[config.mk]
export PLATFORM = sky130hd
export DESIGN_NAME = sup_reset_gen
export DESIGN_NICKNAME = d
export VERILOG_FILES = /design/src/rtl/sup_pkg.sv /design/src/rtl/sup_sync.sv /design/src/rtl/sup_debounce.sv /design/src/rtl/sup_wdog.sv /design/src/rtl/sup_pulse.sv /design/src/rtl/sup_reset_gen.sv
export SDC_FILE = /design/constraint.sdc
export NUM_CORES = 1
export LEC_CHECK = 0
export ABC_AREA = 1
export BUFFER_PORTS_ARGS = -buffer_cell sky130_fd_sc_hd__buf_2
export CAP_MARGIN = 10
export CELL_PAD_IN_SITES_DETAIL_PLACEMENT = 1
export CELL_PAD_IN_SITES_GLOBAL_PLACEMENT = 1
export CORE_ASPECT_RATIO = 0.75
export CORE_UTILIZATION = 46
export DETAILED_ROUTE_END_ITERATION = 7
export GPL_TIMING_DRIVEN = 0
export PLACE_DENSITY = 0.87
export RECOVER_POWER = 100
export SYNTH_ARGS = -nofsm -noshare
export SYNTH_HDL_FRONTEND = slang
export SYNTH_SLANG_ARGS = --single-unit
[constraint.sdc]
create_clock -name clk -period 2.21 [get_ports clk]
set_input_delay 0.221 -clock clk [delete_from_list [all_inputs] [get_ports clk]]
set_output_delay 0.221 -clock clk [all_outputs]
set_load 0.02 [all_outputs]
[src/rtl/sup_pkg.sv]
package sup_pkg;
  // width of a counter that must hold values 0..n
  function automatic int cnt_w(input int n);
    return (n < 2) ? 1 : $clog2(n + 1);
  endfunction
endpackage

[src/rtl/sup_sync.sv]
module sup_sync #(
  parameter int   STAGES  = 2,
  parameter logic RST_VAL = 1'b0
) (
  input  logic clk,
  input  logic rst,
  input  logic d,
  output logic q
);
  logic [STAGES-1:0] chain;

  always_ff @(posedge clk) begin
    if (rst) chain <= {STAGES{RST_VAL}};
    else     chain <= {chain[STAGES-2:0], d};
  end

  assign q = chain[STAGES-1];
endmodule

[src/rtl/sup_debounce.sv]
module sup_debounce #(
  parameter int STABLE_TICKS = 20
) (
  input  logic clk,
  input  logic rst,
  input  logic tick,
  input  logic din,
  output logic level
);
  localparam int W = sup_pkg::cnt_w(STABLE_TICKS);
  localparam logic [W-1:0] LAST = W'(STABLE_TICKS - 1);

  logic [W-1:0] run_cnt;

  // accept a new level only after it has differed on STABLE_TICKS ticks in a row
  always_ff @(posedge clk) begin
    if (rst) begin
      level   <= 1'b1;
      run_cnt <= '0;
    end else if (din == level) begin
      run_cnt <= '0;
    end else if (tick) begin
      if (run_cnt == LAST) begin
        level   <= din;
        run_cnt <= '0;
      end else begin
        run_cnt <= run_cnt + 1'b1;
      end
    end
  end
endmodule

[src/rtl/sup_wdog.sv]
module sup_wdog #(
  parameter int SHORT_TICKS = 200,
  parameter int LONG_TICKS  = 1600
) (
  input  logic clk,
  input  logic rst,
  input  logic tick,
  input  logic wdi_s,
  input  logic en,
  input  logic long_sel,
  input  logic hold,
  output logic expire
);
  localparam int MAXT = (LONG_TICKS > SHORT_TICKS) ? LONG_TICKS : SHORT_TICKS;
  localparam int W    = sup_pkg::cnt_w(MAXT);

  logic         wdi_d;
  logic         any_edge;
  logic         clear;
  logic [W-1:0] limit;
  logic [W-1:0] idle_cnt;

  assign any_edge = wdi_s ^ wdi_d;
  assign clear    = hold | ~en | any_edge;
  assign limit    = long_sel ? W'(LONG_TICKS - 1) : W'(SHORT_TICKS - 1);

  always_ff @(posedge clk) begin
    if (rst) begin
      wdi_d    <= 1'b0;
      idle_cnt <= '0;
      expire   <= 1'b0;
    end else begin
      wdi_d  <= wdi_s;
      expire <= 1'b0;
      if (clear) begin
        idle_cnt <= '0;
      end else if (tick) begin
        if (idle_cnt >= limit) begin
          idle_cnt <= '0;
          expire   <= 1'b1;
        end else begin
          idle_cnt <= idle_cnt + 1'b1;
        end
      end
    end
  end
endmodule

[src/rtl/sup_pulse.sv]
module sup_pulse #(
  parameter int PULSE_TICKS = 200
) (
  input  logic clk,
  input  logic rst,
  input  logic tick,
  input  logic start,
  input  logic hold,
  output logic active
);
  localparam int W = sup_pkg::cnt_w(PULSE_TICKS);
  localparam logic [W-1:0] FULL = W'(PULSE_TICKS);

  logic [W-1:0] remain;
  logic [W-1:0] remain_nxt;

  always_comb begin
    if (start | hold)               remain_nxt = FULL;
    else if (tick && remain != '0)  remain_nxt = remain - 1'b1;
    else                            remain_nxt = remain;
  end

  always_ff @(posedge clk) begin
    if (rst) begin
      remain <= FULL;
      active <= 1'b1;
    end else begin
      remain <= remain_nxt;
      active <= (remain_nxt != '0);
    end
  end
endmodule

[src/rtl/sup_reset_gen.sv]
module sup_reset_gen #(
  parameter int SYNC_STAGES  = 2,
  parameter int RST_PULSE_MS = 200,
  parameter int DEBOUNCE_MS  = 20,
  parameter int WD_SHORT_MS  = 200,
  parameter int WD_LONG_MS   = 1600
) (
  input  logic clk,
  input  logic rst,
  input  logic tick_ms,
  input  logic por_req,
  input  logic mr_n,
  input  logic wdi,
  input  logic wd_en,
  input  logic wd_long,
  input  logic wd_ack,
  output logic rst_n_out,
  output logic wd_expired
);
  logic mr_s;
  logic wdi_s;
  logic mr_db;
  logic wd_expire;
  logic rst_active;
  logic expired_q;

  sup_sync #(.STAGES(SYNC_STAGES), .RST_VAL(1'b1)) u_mr_sync (
    .clk(clk), .rst(rst), .d(mr_n), .q(mr_s)
  );

  sup_sync #(.STAGES(SYNC_STAGES), .RST_VAL(1'b0)) u_wdi_sync (
    .clk(clk), .rst(rst), .d(wdi), .q(wdi_s)
  );

  sup_debounce #(.STABLE_TICKS(DEBOUNCE_MS)) u_mr_db (
    .clk(clk), .rst(rst), .tick(tick_ms), .din(mr_s), .level(mr_db)
  );

  sup_wdog #(.SHORT_TICKS(WD_SHORT_MS), .LONG_TICKS(WD_LONG_MS)) u_wdog (
    .clk(clk), .rst(rst), .tick(tick_ms), .wdi_s(wdi_s), .en(wd_en),
    .long_sel(wd_long), .hold(rst_active), .expire(wd_expire)
  );

  sup_pulse #(.PULSE_TICKS(RST_PULSE_MS)) u_pulse (
    .clk(clk), .rst(rst), .tick(tick_ms), .start(por_req | wd_expire),
    .hold(~mr_db), .active(rst_active)
  );

  // sticky flag: a new expiry outranks an acknowledge in the same cycle
  always_ff @(posedge clk) begin
    if (rst)            expired_q <= 1'b0;
    else if (wd_expire) expired_q <= 1'b1;
    else if (wd_ack)    expired_q <= 1'b0;
  end

  assign rst_n_out  = ~rst_active;
  assign wd_expired = expired_q;
endmodule

; ---- After elaboration in Yosys (flattened, before gate mapping)
; Index checks and enable logic that the tools add are counted.
[totals]
regBits = 33
output_inout_bits = 2
[classes]
add_sub_neg = 3
n_lt_le_gt_ge = 1
n_eq_ne = 2
n_mux = 8
n_bitwise = 10
n_reduce_logical = 8
[op_table]
columns = cell, n
row1 = 11-bit 2-to-1 mux, 2
row2 = 8-bit 2-to-1 mux, 2
row3 = 8-bit nonzero test, 2
row4 = 11-bit by 1-bit adder with 11-bit output (second input constant), 1
row5 = 11-bit greater-or-equal comparator, 1
row6 = 8-bit by 1-bit subtractor with 8-bit output (second input constant), 1
row7 = 5-bit by 1-bit adder with 5-bit output (second input constant), 1
row8 = 5-bit == test (second input constant), 1
row9 = 5-bit 2-to-1 mux, 1
row10 = 1-bit NOT, 5
row11 = 1-bit OR, 4
row12 = 2-bit OR reduction, 2
row13 = 1-bit 2-to-1 mux, 3
row14 = 3-bit AND reduction, 1
row15 = 3-bit OR reduction, 1
row16 = 2-bit nonzero test, 1
row17 = 1-bit == test, 1
row18 = 1-bit logical AND, 1
row19 = 1-bit XOR, 1

; ---- Longest topological paths before layout
; Gate-level depths: netlist (run 1).
[logic_depth]
word_depth = 5
mapped_depth = 12
depth_no_buf = 12

; ---- Hierarchy
; A second synthesis (run 1) with hierarchy kept.
[unflattened]
cells_unflattened = 271
hier_area_um2 = 1961.9
[by_module_without_submodules]
columns = module, n_inst, cells_each, area_each_um2, seq_area_each_um2
row1 = sup_wdog, 1, 107, 828.3, 260.2
row2 = sup_pulse, 1, 95, 604.3, 180.2
row3 = sup_debounce, 1, 48, 365.4, 120.1
row4 = sup_sync (u_mr_sync), 1, 7, 58.8, 40.0
row5 = sup_sync (u_wdi_sync), 1, 6, 55.1, 40.0
row6 = sup_reset_gen, 1, 8, 50.0, 20.0

; ---- Worst setup path after synthesis (run 1)
; OpenSTA, ideal clock, no wires.
[synth_timing]
path_type = flip-flop to flip-flop
from = register u_wdog.idle_cnt[4]
to = register u_wdog.idle_cnt[0]
arrival_time_ns = 1.379
t_required_ns = 2.144
path_slack_ns = 0.765
stages_incl_launch_ff = 10
path_buffers = 0
path_cell_list = dfxtp_1 ha_1 a21oi_1 o21a_1 o21ai_0 nand2_1 nand2_1 nand2_1 nand2_1 nor2_1
[synth_between]
elab_chain_cells = 2
[synth_lines]
columns = item, line_no
row1 = start: declaration, sup_wdog.sv:21  ; logic [W-1:0] idle_cnt;
row2 = start signal: assignment, sup_wdog.sv:42  ; idle_cnt <= idle_cnt + 1'b1;
row3 = 11-bit greater-or-equal comparator, sup_wdog.sv:38  ; if (idle_cnt >= limit) begin
row4 = 11-bit 2-to-1 mux, sup_wdog.sv:38
; No other way between the ends.
; A chain may end at the register's enable or synchronous reset.

; ---- Worst setup path after layout (run 1)
[layout_timing]
from = register u_pulse.remain[0]
to = register u_pulse.active
[layout_between]
elab_chain_cells = 5
word_cells_on_any_way = 6
cone_classes = add/sub (1) / mux (2) / reduce/logical (3)
[layout_lines]
columns = item, line_no
row1 = start: declaration, sup_pulse.sv:14  ; logic [W-1:0] remain;
row2 = start signal: assignment, sup_pulse.sv:28  ; remain <= remain_nxt;
row3 = branches (longest 2 deep; another with 8-bit by 1-bit subtractor with 8-bit output), --
row4 = 8-bit 2-to-1 mux *, sup_pulse.sv:19  ; else if (tick && remain != '0) remain_nxt = remain - 1'b1;
row5 = 8-bit 2-to-1 mux *, sup_pulse.sv:18  ; if (start | hold) remain_nxt = FULL;
row6 = 8-bit nonzero test *, sup_pulse.sv:29  ; active <= (remain_nxt != '0);
row7 = end signal: assignment, sup_pulse.sv:29
row8 = end: declaration, sup_pulse.sv:9  ; output logic active
; Mark *: on every way between the ends.

==> out/qor.csv, run 1 <==
stage;metric;value;unit
floorplan;ios;11;
global_routing;grt_max_degree;13;
timing;worst_pin_slew;696;ps
final_layout;finalNonFillerCells;307;
timing;hold_viol_final;0;
place;gp_congestion;0.757;
run;maxCapViolCount;0;
timing;relSlewSlack;53.2;%
power;power_leakage;0.855;nW
clocking;cts_tree;done;
timing;fmax;523;MHz
clocking;cts_root_buf;clkbuf_8;
detailed_routing;antenna_left;0;
clocking;numClockSinks;33;
timing;worst_slack;299;ps
detailed_routing;drc;0;
global_routing;grt_pass1_vias;1582;
synth;synth_nets;258;
clocking;hold_buffers;0;
clocking;clockBufferDepth;2;
clocking;post_cts_buffers;0;
critical_path;crit_path_start_kind;register;
final_layout;diodes;0;
place;portBuffers;9;
detailed_routing;post_drt_via_cell_ratio;5.19;
global_routing;gr-total-overflow;0;
critical_path;cp.arrival;2100;ps
synth;synth_cell_types;30;
critical_path;critical_path_class;reg2reg;
place;place_ws;299;ps
clocking;cts_inserted_buffers;5;
status;outcome;complete, no violations;
floorplan;start_util;48.4;%
critical_path;critical_path.max_fanout;8;
floorplan;core;3660;µm²
floorplan;fp-row-count;19;
final_layout;fin_nets;274;
critical_path;required;2400;ps
global_routing;antenna_found_initial;0;
synth;syn_inst;238;
hold_path;hold_class;in2reg;
timing;worst_clock_skew;8.68;ps
detailed_routing;drt_pass1_iterations;4;
floorplan;die_x;73.7;µm
detailed_routing;wl;4360;µm
global_routing;grt_pass1_wl;7140;µm
critical_path;cpPeakStageDelay;500;ps
timing;finalSetupTns;0;ps
place;hpwl;3200;µm
synth;syn_avg_cell_area;7.44;µm²
critical_path;r2r_slack;300;ps
power;irDropWorstVdd;0.521;mV
timing;slew_violations;0;
synth;ys_seq_area_share;37.3;%
detailed_routing;vias;1593;
detailed_routing;drtIter0Drc;53;
detailed_routing;routedWlPerCell;14.2;µm
place;dp.cells;299;
global_routing;gr-usage-all-layers;23.2;%
critical_path;critical-path-slowest-cell;o21ai_1;
clocking;cts_htree_levels;2;
critical_path;endpoint_kind;register;
timing;fin_crit;1910;ps
final_layout;drive_gt1_share;10.2;%
synth;ys_ff_latch;33;
floorplan;dieArea;4110;µm²
clocking;path_clk_slew;80;ps
final_layout;areaGrowthSynthToFinish;10.7;%
synth;synthesis.area;1770;µm²
critical_path;cp_common_cell;nand2_1;
floorplan;fp.dieH;55.7;µm
timing;setup_viol;0;
clocking;clk_latency;290;ps
synth;synth_warnings;0;
timing;period_share;86.5;%
clocking;cts_resized;0;
timing;rsz0062_at_grt;no;
power;power.density;662;nW/µm²
critical_path;path_cells;inv_1 > ha_1 > nand2_1 > o21ai_1 > nand2_1 > nand3_1 > nand2_1 > inv_1 > nand2_1 > nor2_1 > nand2_1;
-- report_power, final --
part | switching (mW) | internal (mW)
clock | 0.245 | 0.337
sequential | 0.00794 | 0.604
combinational | 0.0669 | 0.0371
total | 0.319 | 0.979
-- critical path, delay by kind of cell (launching register included) --
family                     cells  cell delay (ps)
buffers and inverters          2              210
DFF                            1              320
AOI/OAI and AO/OA              1              500
adders and majority gates      1              210
and+or+nand+nor                7              570
-- metrics by stage --
step | hold slack, ps | util (%) | area [µm²] | power, mW
2_1_floorplan | 325 | - | 1770 | 0.697
6_report | 105 | 53.6 | 1960 | 1.30
3_3_place_gp | 391 | 51.4 | 1880 | 0.723
4_1_cts | 98.7 | 54.5 | 2000 | 1.30
5_1_grt | 94.1 | 53.6 | 1960 | 1.34
3_5_place_dp | 406 | 51.4 | 1880 | 0.728
-- Yosys cell counts, drive strengths merged --
cell / instances / area, µm²
nor2: 40 / 165
nand3: 15 / 87.6
xnor2: 4 / 35.0
o211ai: 1 / 7.51
nand3b: 4 / 30.0
buf: 1 / 11.3
xor2: 8 / 70.1
inv: 28 / 105
nand2: 58 / 223
nand4: 7 / 43.8
and2: 1 / 6.26
ha: 11 / 138
or2: 3 / 18.8
nor3: 3 / 20.0
a21oi: 9 / 45.0
o21a: 1 / 7.51
clkbuf: 2 / 17.5
dfxtp: 33 / 661
nor4: 1 / 21.3
a211oi: 1 / 7.51
o21bai: 2 / 15.0
o21ai: 5 / 36.3
-- layer usage --
metal  part of all wire (%)  routed length (µm)  up-vias  global-route usage [%]
met2                     45                1960       32                    36.6
met1                     50                2200      762                    31.2
met5                      0                   0        -                       0
met4                   0.96                  42        0                    7.69
li1                       -                   -      791                       -
met3                    3.7                 163        8                    5.43
-- final timing paths --
| kind | from | endpoint | depth (start not counted) |
|---|---|---|---|
| max | u_pulse.remain[0] | u_pulse.active | 11 |
| max reg2reg | u_pulse.remain[0] | u_pulse.active | 11 |
| min reg2reg | u_wdi_sync.chain[0] | u_wdi_sync.chain[1] | 2 |
| min | mr_n | u_mr_sync.chain[0] | 2 |
-- placed cells by master (no fill, tap or decap), types with 4 or more instances in the layout --
cell / n
nand4_1: 7
clkbuf_8: 6
inv_1: 27
nor2_1: 37
dfxtp_1: 33
clkbuf_1: 4
ha_1: 11
xnor2_1: 4
buf_2: 6
nand3_1: 14
a21oi_1: 9
nand3b_1: 4
nand2_1: 57
o21ai_0: 4
xor2_1: 8
-- flip-flops by register name (all words and copies together) (netlist names) --
| register | count |
|---|---|
| u_mr_db.level | 1 |
| u_mr_db.run_cnt | 5 |
| u_mr_sync.chain | 2 |
| u_pulse.active | 1 |
| u_pulse.remain | 8 |
| u_wdi_sync.chain | 2 |
| u_wdog.expire | 1 |
| u_wdog.idle_cnt | 11 |
| u_wdog.wdi_d | 1 |
| wd_expired | 1 |
-- cells by family (layout without fill, tap and decap cells) --
| family | Yosys count | in the layout | share of synthesized area (%) |
|---|---|---|---|
| compound gates | 19 | 19 | 6.71 |
| fa+ha+maj | 11 | 11 | 7.77 |
| flops | 33 | 33 | 37.3 |
| xor+xnor | 12 | 12 | 5.93 |
| buf+inv | 31 | 48 | 7.56 |
| simple gates | 132 | 132 | 34.7 |
-- layout make-up --
class,instances,area [µm²]
Timing Repair Buffer,9,41.3
Buffer,3,28.8
Sequential cell,33,661
Clock buffer,5,68.8
Inverter,28,105
Fill cell,483,1700
Tap cell,52,65.1
Clock inverter,3,46.3
Multi-Input combinational cell,174,946
Power figures use the tool's default switching activity.
==> run 2: changes to the inputs <==
--- a/config.mk
+++ b/config.mk
@@ -5,7 +5,7 @@
 export SDC_FILE = /design/constraint.sdc
 export NUM_CORES = 1
 export LEC_CHECK = 0
-export ABC_AREA = 1
+export ABC_AREA = 0
 export BUFFER_PORTS_ARGS = -buffer_cell sky130_fd_sc_hd__buf_2
 export CAP_MARGIN = 10
 export CELL_PAD_IN_SITES_DETAIL_PLACEMENT = 1
@@ -14,7 +14,7 @@
 export CORE_UTILIZATION = 46
 export DETAILED_ROUTE_END_ITERATION = 7
 export GPL_TIMING_DRIVEN = 0
-export PLACE_DENSITY = 0.87
+export PLACE_DENSITY = 0.85
 export RECOVER_POWER = 100
 export SYNTH_ARGS = -nofsm -noshare
 export SYNTH_HDL_FRONTEND = slang
==> out/qor.csv, run 2 <==
stage;metric;value;unit;change
clocking;cts_root_buf;clkbuf_8;;
timing;period_share;95.4;%;+8.9 points
global_routing;gr-usage-met2;39.6;%;+3.0 points
synth;synth-simple-area-share;29.4;%;-5.3 points
final_layout;reg_top3;u_wdog.idle_cnt: 11 flops, u_pulse.remain: 8 flops, u_mr_db.run_cnt: 5 flops;;
power;power.density;694;nW/µm²;+4.9%
detailed_routing;drc;0;;unchanged
synth;netlist.top_cell.by_area;dfxtp_1;;
detailed_routing;drt_pass1_iterations;4;;unchanged
timing;rsz0062_at_grt;no;;
global_routing;grt_max_degree;11;;-2
detailed_routing;vias;1379;;-13%
clocking;cts_inserted_buffers;5;;unchanged
critical_path;critical_path_buf_inv_count;0;;-2
synth;synth_nets;207;;-20%
timing;worst_clock_skew;10.6;ps;+1.92 ps
final_layout;final_cell_mix;33 x dfxtp_1, 31 x nor2_1, 13 x nand2_1;;
critical_path;crit_path_start_kind;register;;
floorplan;core;3360;µm²;-8.3%
timing;fmax;474;MHz;-9.4%
global_routing;antenna_found_initial;0;;unchanged
clocking;hold_buffers;0;;unchanged
critical_path;cp.arrival;2260;ps;+160 ps
synth;synthAdderAreaFrac;8.36;%;+0.59 points
final_layout;largest-register;u_wdog.idle_cnt;;
synth;synthXorXnorAreaFrac;9.57;%;+3.6 points
timing;setup_viol;0;;unchanged
critical_path;path_cells;or4_4 > or4b_1 > mux2i_1 > and3_1 > nand4_1;;
hold_path;hold_class;in2reg;;
synth;yosysMostFrequentCell;dfxtp_1;;
synth;async_flop_share;0;%;unchanged
detailed_routing;drtIter0Drc;42;;-21%
place;portBuffers;10;;+1
synth;synth_edf_count;0;;unchanged
detailed_routing;wl;3880;µm;-11%
clocking;clockBufferDepth;2;;unchanged
critical_path;path_delay_family;simple AND/OR/NAND/NOR gates;;
synth;yosys-top-cells-area;dfxtp_1 40%, ha_1 8.4%, nor2_1 7.1%, xnor2_1 4.8%, xor2_1 4.8%;;
final_layout;fill_cells;415;;-14%
synth;synthMuxAreaShare;2.43;%;+2.4 points
critical_path;critical-path-slowest-cell;or4_4;;
status;outcome;complete, no violations;;
final_layout;fin_nets;224;;-18%
clocking;cts_tree;done;;
final_layout;layout_commonest_cell;dfxtp_1;;
synth;syn_avg_cell_area;8.81;µm²;+18%
timing;fin_crit;2110;ps;+198 ps
floorplan;start_util;49.1;%;+0.67 points
global_routing;grt_pass1_wl;6240;µm;-13%
clocking;numClockSinks;33;;unchanged
clocking;clk_latency;290;ps;about the same
critical_path;cpPeakStageDelay;570;ps;+70 ps
final_layout;drive_gt1_share;11.2;%;+1.0 points
final_layout;seqCellArea;661;µm²;unchanged
floorplan;fp-row-count;18;;-1
critical_path;endpoint_kind;register;;
global_routing;gr-usage-all-layers;22.2;%;-0.99 points
detailed_routing;post_drt_via_cell_ratio;5.63;;+8.5%
synth;synth_flop_cell;dfxtp_1;;
final_layout;multiInputGateArea;957;µm²;+1.2%
final_layout;areaGrowthSynthToFinish;13.3;%;
global_routing;grt_pass1_vias;1352;;-15%
global_routing;grt_use_met1;25.8;%;-5.4 points
clocking;post_cts_buffers;0;;unchanged
critical_path;critical_path.max_fanout;5;;-3
global_routing;use_met3;6.74;%;+1.3 points
synth;synth_top_family_by_area;simple AND/OR/NAND/NOR gates;;
timing;finalSetupTns;0;ps;unchanged
power;power_leakage;0.723;nW;-16%
critical_path;required;2360;ps;-40 ps
floorplan;dieArea;3830;µm²;-6.8%
detailed_routing;antenna_left;0;;unchanged
run;maxCapViolCount;0;;unchanged
place;gp_congestion;0.840;;+11%
timing;slew_violations;0;;unchanged
synth;synthesis.area;1650;µm²;-7.1%
power;irDropWorstVdd;0.486;mV;-6.8%
floorplan;ios;11;;unchanged
floorplan;die_x;71.1;µm;-3.5%
critical_path;critical_path_class;reg2reg;;
clocking;path_clk_slew;70;ps;about the same
synth;synth_cell_types;39;;+30%
timing;worst_pin_slew;546;ps;-150 ps
floorplan;fp.dieH;53.8;µm;-3.5%
synth;netlist.area_leader.share;40.1;%;+2.8 points
timing;relSlewSlack;63.6;%;+10 points
synth;synth_commonest_cells;33 x dfxtp_1, 31 x nor2_1, 13 x nand2_1, 11 x ha_1;;
clocking;cts_htree_levels;2;;unchanged
synth;syn_inst;187;;-21%
synth;ys_seq_area_share;40.1;%;+2.8 points
detailed_routing;routedWlPerCell;15.8;µm;+12%
synth;ys_ff_latch;33;;unchanged
global_routing;top_usage_layer;met2;;
timing;hold_ws;122;ps;+16.8 ps
synth;synth_warnings;0;;unchanged
final_layout;largest_reg_flops;11;;unchanged
global_routing;gr-total-overflow;0;;unchanged
synth;synth_compound_gate_area_share;7.98;%;+1.3 points
timing;hold_viol_final;0;;unchanged
final_layout;diodes;0;;unchanged
place;hpwl;2800;µm;-12%
## run 2: changes by cell type in the layout (fill, tap and decap cells not counted), moves of 5 or more
cell     previous run  this run
nor3b_1             0         5
inv_1              27         5
xnor2_1             4         9
nand3_1            14         7
nor2_1             37        31
nor2b_1             0         6
nand2_1            57        13
## run 2: kinds of logic (layout without fill, tap and decap cells)
logic type / after synthesis / in the layout
and+or+nand+nor: 92 / 92
DFF: 33 / 33
AOI/OAI and AO/OA: 20 / 20
xor gates and xnor gates: 18 / 18
adders and majority gates: 11 / 11
buffers and inverters: 9 / 27
muxes: 4 / 4
## run 2: stage by stage
stage | setup slack (ps) | utilization (%) | total power, mW | std cells | instance area (µm²)
finish | 101 | 55.6 | 1.30 | 245 | 1870
global route | 39.5 | 55.6 | 1.34 | 245 | 1870
CTS | 39.6 | 55.5 | 1.30 | 245 | 1860
detailed placement | -0.416 | 52.1 | 0.711 | 237 | 1750
global placement | 131 | 52.1 | 0.703 | 237 | 1750
floorplan | 305 | - | 0.682 | 187 | 1650
## run 2: worst reg2reg max path: cells and delay by family (launching register included)
kind	cells	cell delay, ps
simple gates	4	1400
flops	1	350
mux	1	220
## run 2: final timing paths
| path | from | endpoint | slack, ps | cells past startpoint |
|---|---|---|---|---|
| worst max register to register | u_pulse.remain[4] | u_pulse.active | 100 | 5 |
| worst max-delay path | u_pulse.remain[4] | u_pulse.active | 100 | 5 |
| worst min register to register | u_mr_sync.chain[0] | u_mr_sync.chain[1] | 430 | 1 |
| worst min-delay path | mr_n | u_mr_sync.chain[0] | 120 | 2 |
## run 2: per-layer routing
| layer | vias to the layer above | part of all wire, % |
|---|---|---|
| li1 | 682 | - |
| met1 | 673 | 45 |
| met2 | 19 | 51 |
| met3 | 5 | 3.0 |
| met4 | 0 | 1.4 |
| met5 | - | 0 |
## run 2: final cells by class
cell class	instances	share of cell area [%]
Timing Repair Buffer	10	2.48
Sequential cell	33	35.4
Tap cell	40	2.68
Clock buffer	7	4.63
Buffer	4	0.872
Inverter	5	1.01
Multi-Input combinational cell	145	51.3
Clock inverter	1	1.61
## run 2: repair_timing
item	CTS	global route
endpoints found under the hold margin	0	0
endpoints found under the setup margin	0	11
resized for setup	0	3
## run 2: power breakdown
group / switching, mW / total [mW] / internal (mW)
Combinational: 0.0515 / 0.0895 / 0.0380
Clock: 0.227 / 0.595 / 0.368
Sequential: 0.00733 / 0.611 / 0.603
Total: 0.286 / 1.30 / 1.01
